<file path="src/rtl/pwr_gate_pkg.sv">
package pwr_gate_pkg;

  // Power state codes as seen by configuration software
  typedef enum logic [1:0] {
    PS_D0 = 2'b00,
    PS_D1 = 2'b01,
    PS_D2 = 2'b10,
    PS_D3 = 2'b11
  } pstate_e;

  // Strobes from control to datapath
  typedef struct packed {
    logic inD0;       // full-power state
    logic rstActive;  // internal reset pulse running
    logic blockAcc;   // register space closed
  } gate_strb_t;

endpackage

</file>
<file path="src/rtl/pwr_gate_ctrl.sv">
module pwr_gate_ctrl
  import pwr_gate_pkg::*;
#(
  parameter int RST_CYCLES = 8
) (
  input  logic       clk,
  input  logic       rstN,
  input  logic       cfgWrEn,
  input  logic [1:0] cfgWrState,
  output logic [1:0] pwrState,
  output logic       rstPulse,
  output gate_strb_t strb
);

  localparam int CNT_W = $clog2(RST_CYCLES + 1);
  localparam logic [CNT_W-1:0] CNT_LOAD = CNT_W'(RST_CYCLES);

  pstate_e          stateQ;
  logic [CNT_W-1:0] rstCnt;
  logic             wrLegal;
  logic             wakeRst;

  // Only the full-power and off codes are accepted
  assign wrLegal = cfgWrEn && (cfgWrState == PS_D0 || cfgWrState == PS_D3);
  assign wakeRst = wrLegal && (cfgWrState == PS_D0) && (stateQ == PS_D3);

  always_ff @(posedge clk or negedge rstN) begin
    if (!rstN) begin
      stateQ <= PS_D0;
      rstCnt <= '0;
    end else begin
      if (wrLegal) stateQ <= pstate_e'(cfgWrState);
      if (wakeRst) rstCnt <= CNT_LOAD;
      else if (rstCnt != '0) rstCnt <= rstCnt - 1'b1;
    end
  end

  assign rstPulse       = (rstCnt != '0);
  assign pwrState       = stateQ;
  assign strb.inD0      = (stateQ == PS_D0);
  assign strb.rstActive = rstPulse;
  assign strb.blockAcc  = (stateQ != PS_D0) || rstPulse;

  AST_RSV_HOLD: assert property (@(posedge clk) disable iff (!rstN)
    (cfgWrEn && (cfgWrState == PS_D1 || cfgWrState == PS_D2)) |=> $stable(stateQ));
  AST_WAKE_RST: assert property (@(posedge clk) disable iff (!rstN)
    (stateQ == PS_D3 && cfgWrEn && cfgWrState == PS_D0) |=> (rstPulse && rstCnt == CNT_LOAD));
  AST_NO_SPURIOUS_RST: assert property (@(posedge clk) disable iff (!rstN)
    $rose(rstPulse) |-> ($past(stateQ) == PS_D3));
  AST_CNT_RANGE: assert property (@(posedge clk) disable iff (!rstN)
    rstCnt <= CNT_LOAD);

endmodule

</file>
<file path="src/rtl/pwr_gate_dp.sv">
module pwr_gate_dp
  import pwr_gate_pkg::*;
#(
  parameter int              DATA_W    = 32,
  parameter int              WAKE_N    = 4,
  parameter logic [WAKE_N-1:0] WAKE_MASK = '1
) (
  input  logic              clk,
  input  logic              rstN,
  input  gate_strb_t        strb,
  input  logic              mmioReq,
  output logic              mmioFwd,
  input  logic              regRspValid,
  input  logic [DATA_W-1:0] regRspData,
  output logic              mmioRspValid,
  output logic              mmioRspAbort,
  output logic [DATA_W-1:0] mmioRspData,
  input  logic              irqIn,
  output logic              irqOut,
  input  logic [WAKE_N-1:0] wakeIn,
  output logic              pmeOut,
  output logic              dbgEn
);

  logic              abortQ;
  logic              pmeQ;
  logic [WAKE_N-1:0] wakeHit;

  // Per-source wake qualification, fixed by WAKE_MASK
  for (genvar i = 0; i < WAKE_N; i++) begin : g_wake
    if (WAKE_MASK[i]) begin : g_on
      assign wakeHit[i] = wakeIn[i];
    end else begin : g_off
      assign wakeHit[i] = 1'b0;
    end
  end

  always_ff @(posedge clk or negedge rstN) begin
    if (!rstN) begin
      abortQ <= 1'b0;
      pmeQ   <= 1'b0;
    end else begin
      abortQ <= mmioReq && strb.blockAcc;
      pmeQ   <= !strb.inD0 && (|wakeHit);
    end
  end

  assign mmioFwd      = mmioReq && !strb.blockAcc;
  assign mmioRspValid = regRspValid || abortQ;
  assign mmioRspAbort = abortQ;
  assign mmioRspData  = abortQ ? '1 : regRspData;
  assign irqOut       = irqIn && strb.inD0;
  assign pmeOut       = pmeQ;
  assign dbgEn        = strb.inD0 && !strb.rstActive;

  AST_ABORT_NEXT: assert property (@(posedge clk) disable iff (!rstN)
    (mmioReq && strb.blockAcc) |=> (mmioRspValid && mmioRspAbort));

endmodule

</file>
<file path="src/rtl/dev_pwr_gate.sv">
module dev_pwr_gate
  import pwr_gate_pkg::*;
#(
  parameter int                DATA_W     = 32,
  parameter int                WAKE_N     = 4,
  parameter logic [WAKE_N-1:0] WAKE_MASK  = '1,
  parameter int                RST_CYCLES = 8
) (
  input  logic              clk,
  input  logic              rstN,
  input  logic              cfgWrEn,
  input  logic [1:0]        cfgWrState,
  output logic [1:0]        pwrState,
  input  logic              mmioReq,
  output logic              mmioFwd,
  input  logic              regRspValid,
  input  logic [DATA_W-1:0] regRspData,
  output logic              mmioRspValid,
  output logic              mmioRspAbort,
  output logic [DATA_W-1:0] mmioRspData,
  input  logic              irqIn,
  output logic              irqOut,
  input  logic [WAKE_N-1:0] wakeIn,
  output logic              pmeOut,
  output logic              rstPulse,
  output logic              dbgEn
);

  gate_strb_t strb;

  pwr_gate_ctrl #(.RST_CYCLES(RST_CYCLES)) i_ctrl (
    .clk(clk), .rstN(rstN), .cfgWrEn(cfgWrEn), .cfgWrState(cfgWrState),
    .pwrState(pwrState), .rstPulse(rstPulse), .strb(strb)
  );

  pwr_gate_dp #(.DATA_W(DATA_W), .WAKE_N(WAKE_N), .WAKE_MASK(WAKE_MASK)) i_dp (
    .clk(clk), .rstN(rstN), .strb(strb),
    .mmioReq(mmioReq), .mmioFwd(mmioFwd),
    .regRspValid(regRspValid), .regRspData(regRspData),
    .mmioRspValid(mmioRspValid), .mmioRspAbort(mmioRspAbort), .mmioRspData(mmioRspData),
    .irqIn(irqIn), .irqOut(irqOut), .wakeIn(wakeIn), .pmeOut(pmeOut), .dbgEn(dbgEn)
  );

  AST_FWD_BLOCK: assert property (@(posedge clk) disable iff (!rstN)
    (pwrState == PS_D3 || rstPulse) |-> !mmioFwd);
  AST_IRQ_MASK: assert property (@(posedge clk) disable iff (!rstN)
    (pwrState == PS_D3) |-> !irqOut);
  AST_DBG_GATE: assert property (@(posedge clk) disable iff (!rstN)
    dbgEn |-> (pwrState == PS_D0 && !rstPulse));
  AST_PME_SRC: assert property (@(posedge clk) disable iff (!rstN)
    pmeOut |-> ($past(pwrState) == PS_D3));

endmodule

</file>
<file path="config.mk">
export PLATFORM = sky130hd
export DESIGN_NAME = dev_pwr_gate
export DESIGN_NICKNAME = d
export VERILOG_FILES = /design/src/rtl/pwr_gate_pkg.sv /design/src/rtl/pwr_gate_ctrl.sv /design/src/rtl/pwr_gate_dp.sv /design/src/rtl/dev_pwr_gate.sv
export SDC_FILE = /design/constraint.sdc
export NUM_CORES = 1
export LEC_CHECK = 0
export BUFFER_PORTS_ARGS = -buffer_cell sky130_fd_sc_hd__clkbuf_2
export CAP_MARGIN = 20
export CORE_MARGIN = 4
export CORE_UTILIZATION = 32
export DETAILED_ROUTE_END_ITERATION = 16
export PLACE_DENSITY = 0.83
export SYNTH_ARGS = -nofsm -noshare
export SYNTH_HDL_FRONTEND = slang
export SYNTH_SLANG_ARGS = --single-unit
</file>
<file path="constraint.sdc">
create_clock -name clk -period 4.3 [get_ports clk]
set_clock_uncertainty 0.2 [all_clocks]
set_input_delay 0.43 -clock clk [delete_from_list [all_inputs] [get_ports clk]]
set_output_delay 0.43 -clock clk [all_outputs]
set_load 0.03 [all_outputs]
</file>
-- Word-level counts from Yosys, hierarchy flattened
Index checks and enable logic that the tools add are counted.
- equality and inequality tests: 2
- reductions and logical operators: 20
- $add $sub $neg: 1
- muxes and demuxes: 3
- operator list (operator ; count):
    two-way mux 32 bit ; 1
    logical AND 1 bit ; 8
    two-way mux 4 bit ; 2
    == test 2 bit, second input constant ; 2
    logical NOT 2 bit ; 2
    nonzero test 2 bit ; 2
    nonzero test 4 bit ; 1
    OR reduction 4 bit ; 1
    subtractor 4 x 1 -> 4 bit, second input constant ; 1
    logical NOT 1 bit ; 3
    logical OR 1 bit ; 3
- bits in registers: 8
- output and inout bits: 41
- bits of input ports: 44
- word-level logic and storage cells: 30

-- Depth between registers and ports, before layout
- word-level depth: 6
- depth in mapped cells: 6
- depth with buffers taken out: 6

-- Hierarchy
From an unflattened synthesis, not the netlist that was laid out.
- cells, all modules: 77
- area total of the unflattened synthesis: 655.6 µm²
- modules (own cells, without submodules) (module ; area each (µm²) ; cells each ; seq. area each (µm²) ; instances):
    pwr_gate_ctrl ; 330.3 ; 33 ; 150.1 ; 1
    pwr_gate_dp ; 325.3 ; 44 ; 50.0 ; 1

-- Least setup slack after synthesis
Ideal clock, no wire load.
- kind: register to output
- from: reg i_ctrl.rstCnt[0]
- to: out dbgEn
- path buffers: 0
- arrival time: 1477 ps
- stages on the path, launching flop included: 6
- required time: 3670 ps
- setup slack: 2193 ps
- path through: dfrtp_1 > inv_1 > ha_1 > nor3b_2 > inv_2 > nor3_2
- longest elaborated chain between the ends: 3
- ends and longest elaborated chain (element ; RTL line ; text):
    from (decl) ; pwr_gate_ctrl.sv:19 ; logic [CNT_W-1:0] rstCnt;
    from (signal assigned) ; pwr_gate_ctrl.sv:34 ; else if (rstCnt != '0) rstCnt <= rstCnt - 1'b1;
    nonzero test 4 bit ; pwr_gate_ctrl.sv:38 ; assign rstPulse = (rstCnt != '0);
    via rstPulse ; dev_pwr_gate.sv:25 ; output logic rstPulse,
    logical NOT 1 bit ; pwr_gate_dp.sv:54 ; assign dbgEn = strb.inD0 && !strb.rstActive;
    logical AND 1 bit ; pwr_gate_dp.sv:54 ;
    to (decl) ; dev_pwr_gate.sv:26 ; output logic dbgEn
The timed path passes the listed nets, and every way through them passes these cells.

-- Worst setup path after layout
- from: reg i_ctrl.rstCnt[0]
- to: out dbgEn
- longest elaborated chain between the ends: 3
- ends and longest elaborated chain (element ; RTL line):
    nonzero test 4 bit ; pwr_gate_ctrl.sv:38
    logical NOT 1 bit ; pwr_gate_dp.sv:54
    logical AND 1 bit ; pwr_gate_dp.sv:54
No other way between the ends.

==> results.sh <==
export IMPL_grt_usage_pct=15.4
export IMPL_cts_made_buffers=3
export IMPL_cts_resized=0
export IMPL_dpl_cell_area_um2=1060
export IMPL_synth_cells=75
export IMPL_io_buffers=84
export IMPL_worst_ep_required_time_ns=3.67
export IMPL_antenna_left=0
export IMPL_ir_drop_mv=0.319
export IMPL_synth_cell_types=22
export IMPL_post_synth_cell_area_avg_um2=8.26
export IMPL_cts_buffer_depth=2
export IMPL_area_growth_pct=76.4
export IMPL_die_height_um=52.0
export IMPL_hold_depth=3
export IMPL_post_route_cell_area_um2=1090
export IMPL_globalRouteOverflowTotal=0
export IMPL_cp_max_fo=4
export IMPL_report_final_slew_viol_count=0
export IMPL_drc=0
export IMPL_rows=15
export IMPL_holdWs_ns=0.196
export IMPL_cts_root_buffer_cell="clkbuf_4"
export IMPL_antenna_found_initial=0
export IMPL_tns_ns=0
export IMPL_core_area_um2=1780
export IMPL_yosysWarnings=0
export IMPL_crit_type="reg2out"
export IMPL_n_antenna_cell=0
export IMPL_crit_chain="inv_1, ha_1, nor3b_2, inv_2, nor3_2, clkbuf_2"
export IMPL_reg2regPathDepth=5
export IMPL_cpMaxStageDelayCell="dfrtp_1"
export IMPL_fin_ws_ns=1.93
export IMPL_gp_congestion=0.743
export IMPL_final_setup_viol_count=0
export IMPL_synth_fp_nets=122
export IMPL_htree_levels=1
export IMPL_synth_area_um2=619
export IMPL_end_kind="primary output"
export IMPL_wirelength_um=2130
export IMPL_max_freq_ghz=0.422
export IMPL_dp_slack_ns=2.18
export IMPL_tritoncts="done"
export IMPL_ios=85
export IMPL_layout_min_cycle_time_ns=2.37
export IMPL_seq_area_frac_synth_pct=32.3
export IMPL_drt_pass1_iter_count=4
export IMPL_worst_pin_slew_ns=0.681
export IMPL_fin_total_pwr_uw=456
export IMPL_fillCellCount=158
export IMPL_drt_iter0_drc=3
export IMPL_status="completed"
export IMPL_hpwl_um=1930
export IMPL_hold_class="in2reg"
export IMPL_cap_violations=0
export IMPL_grt_pass1_vias=738
export IMPL_cpPeakStageDelay_ns=0.37
export IMPL_cts_sinks=8
export IMPL_min_period_over_period_pct=55.1
export IMPL_num_vias=801
export IMPL_layout_nets=209
export IMPL_cp_arrival_ns=1.74
export IMPL_clk_pin_slew_worst_paths_ns=0.05
export IMPL_die_w_um=52.0
export IMPL_viasPerCell=4.33
export IMPL_grt_pass1_wl_um=3140
export IMPL_relSlewSlack_pct=54.6
export IMPL_p_per_area_nw_per_um2=417
export IMPL_grt_setup_unrepaired="no"
export IMPL_start_kind="flop"
export IMPL_leakagePower_nw=0.639
export IMPL_clock_latency_ns=0.26
export IMPL_grt_max_degree=35
export IMPL_die_area_um2=2700
export IMPL_hold_viol_final=0
export IMPL_ys_ff_latch=8
export IMPL_drive_gt1_share_pct=76.9
export IMPL_wire_per_inst_um=11.5
export IMPL_initial_utilization_pct=34.7
-- area by class of cell --
type | instances | area, µm² | area share (%)
flip-flops and latches | 8 | 200 | 18.3
well taps | 25 | 31.3 | 2.86
multi-input cells | 59 | 389 | 35.6
repair buffers | 85 | 430 | 39.4
clock buffers | 3 | 22.5 | 2.06
inverters | 5 | 18.8 | 1.72
-- worst max-delay path, delay by kind of cell, from the launching register on --
family / cells / cell delay (ns)
DFF: 1 / 0.37
buffers and inverters: 3 / 0.45
and+or+nand+nor: 2 / 0.47
adders and majority gates: 1 / 0.18
-- placed cells by master, fill, tap and decap left out, drive strengths merged --
cell | netlist | final
nand2b | 1 | 1
or2 | 33 | 33
nand2 | 2 | 2
nor4 | 1 | 1
and2 | 1 | 1
clkbuf | 3 | 87
nor3b | 1 | 1
nor2b | 1 | 1
dfrtp | 8 | 8
a211oi | 1 | 1
inv | 5 | 5
o21ai | 2 | 2
nor2 | 4 | 4
and3 | 1 | 1
a211o | 1 | 1
xnor2 | 2 | 2
or3 | 1 | 1
dlygate4sd3 | 0 | 1
nor3 | 3 | 3
ha | 3 | 3
and4 | 1 | 1
-- per-layer routing --
layer | vias to the layer above | track usage, % | part of all wire, %
met1 | 334 | 14.6 | 32
met4 | 0 | 5.24 | 0.66
met2 | 53 | 30.1 | 52
met3 | 2 | 4.87 | 15
li1 | 412 | - | -
met5 | - | 0 | 0
-- through the flow --
stage                     cells  utilization [%]
after global routing        185             61.3
after CTS                   185             61.3
final                       185             61.3
after detailed placement    181             59.4
after global placement      181             59.4
after floorplan              75                -
-- synthesized netlist by cell type (all sizes together) --
cell type	number	area share [%]
nor2	4	2.4
o21ai	2	1.6
and4	1	1.4
clkbuf	3	1.8
nor3	3	3.2
xnor2	2	2.8
nand2	2	1.2
nor4	1	1.0
nor3b	1	2.0
dfrtp	8	32
nor2b	1	1.0
inv	5	3.0
and3	1	1.0
and2	1	1.0
or3	1	1.0
or2	33	33
nand2b	1	1.0
a211oi	1	1.2
ha	3	6.1
a211o	1	1.4
-- registers in the layout, summed over array words and instances, names as in the netlist --
register and cells:
i_dp.pmeOut 1, i_dp.mmioRspAbort 1, i_ctrl.pwrState 2, i_ctrl.rstCnt 4
-- logic make-up (layout without fill, tap and decap cells) --
family,Yosys count,in the layout,synth area share [%]
flip-flops,8,8,32.3
XOR/XNOR,2,2,2.83
AND/OR/NAND/NOR,50,50,49.7
buffers and inverters,8,93,4.85
AO/OA/AOI/OAI,4,4,4.24
adder cells (fa/ha/maj),3,3,6.06
-- power breakdown --
part	switching, mW	total [mW]	internal (mW)	leakage (nW)
clock	0.0257	0.0576	0.0319	0.0138
sequential	0.0283	0.131	0.103	0.0956
combinational	0.163	0.267	0.104	0.530
total	0.217	0.456	0.239	0.639
-- path summary, 6_finish.rpt --
kind / start / endpoint / slack (ns)
max: i_ctrl.rstCnt[0] / dbgEn / 1.93
min: wakeIn[0] / i_dp.pmeOut / 0.20
max reg2reg: i_ctrl.rstCnt[0] / i_ctrl.rstCnt[1] / 2.66
min reg2reg: i_ctrl.rstCnt[3] / i_ctrl.rstCnt[3] / 0.35
max in group asynchronous: rstN / i_ctrl.rstCnt[2] / 3.37
min in group asynchronous: rstN / i_ctrl.pwrState[0] / 0.36
-- repair_timing --
item	in CTS	in global routing
buffers inserted	0	0
endpoints found under the hold margin	8	0
hold buffers	1	0
Note: power is estimated with default switching activity, not from simulation.
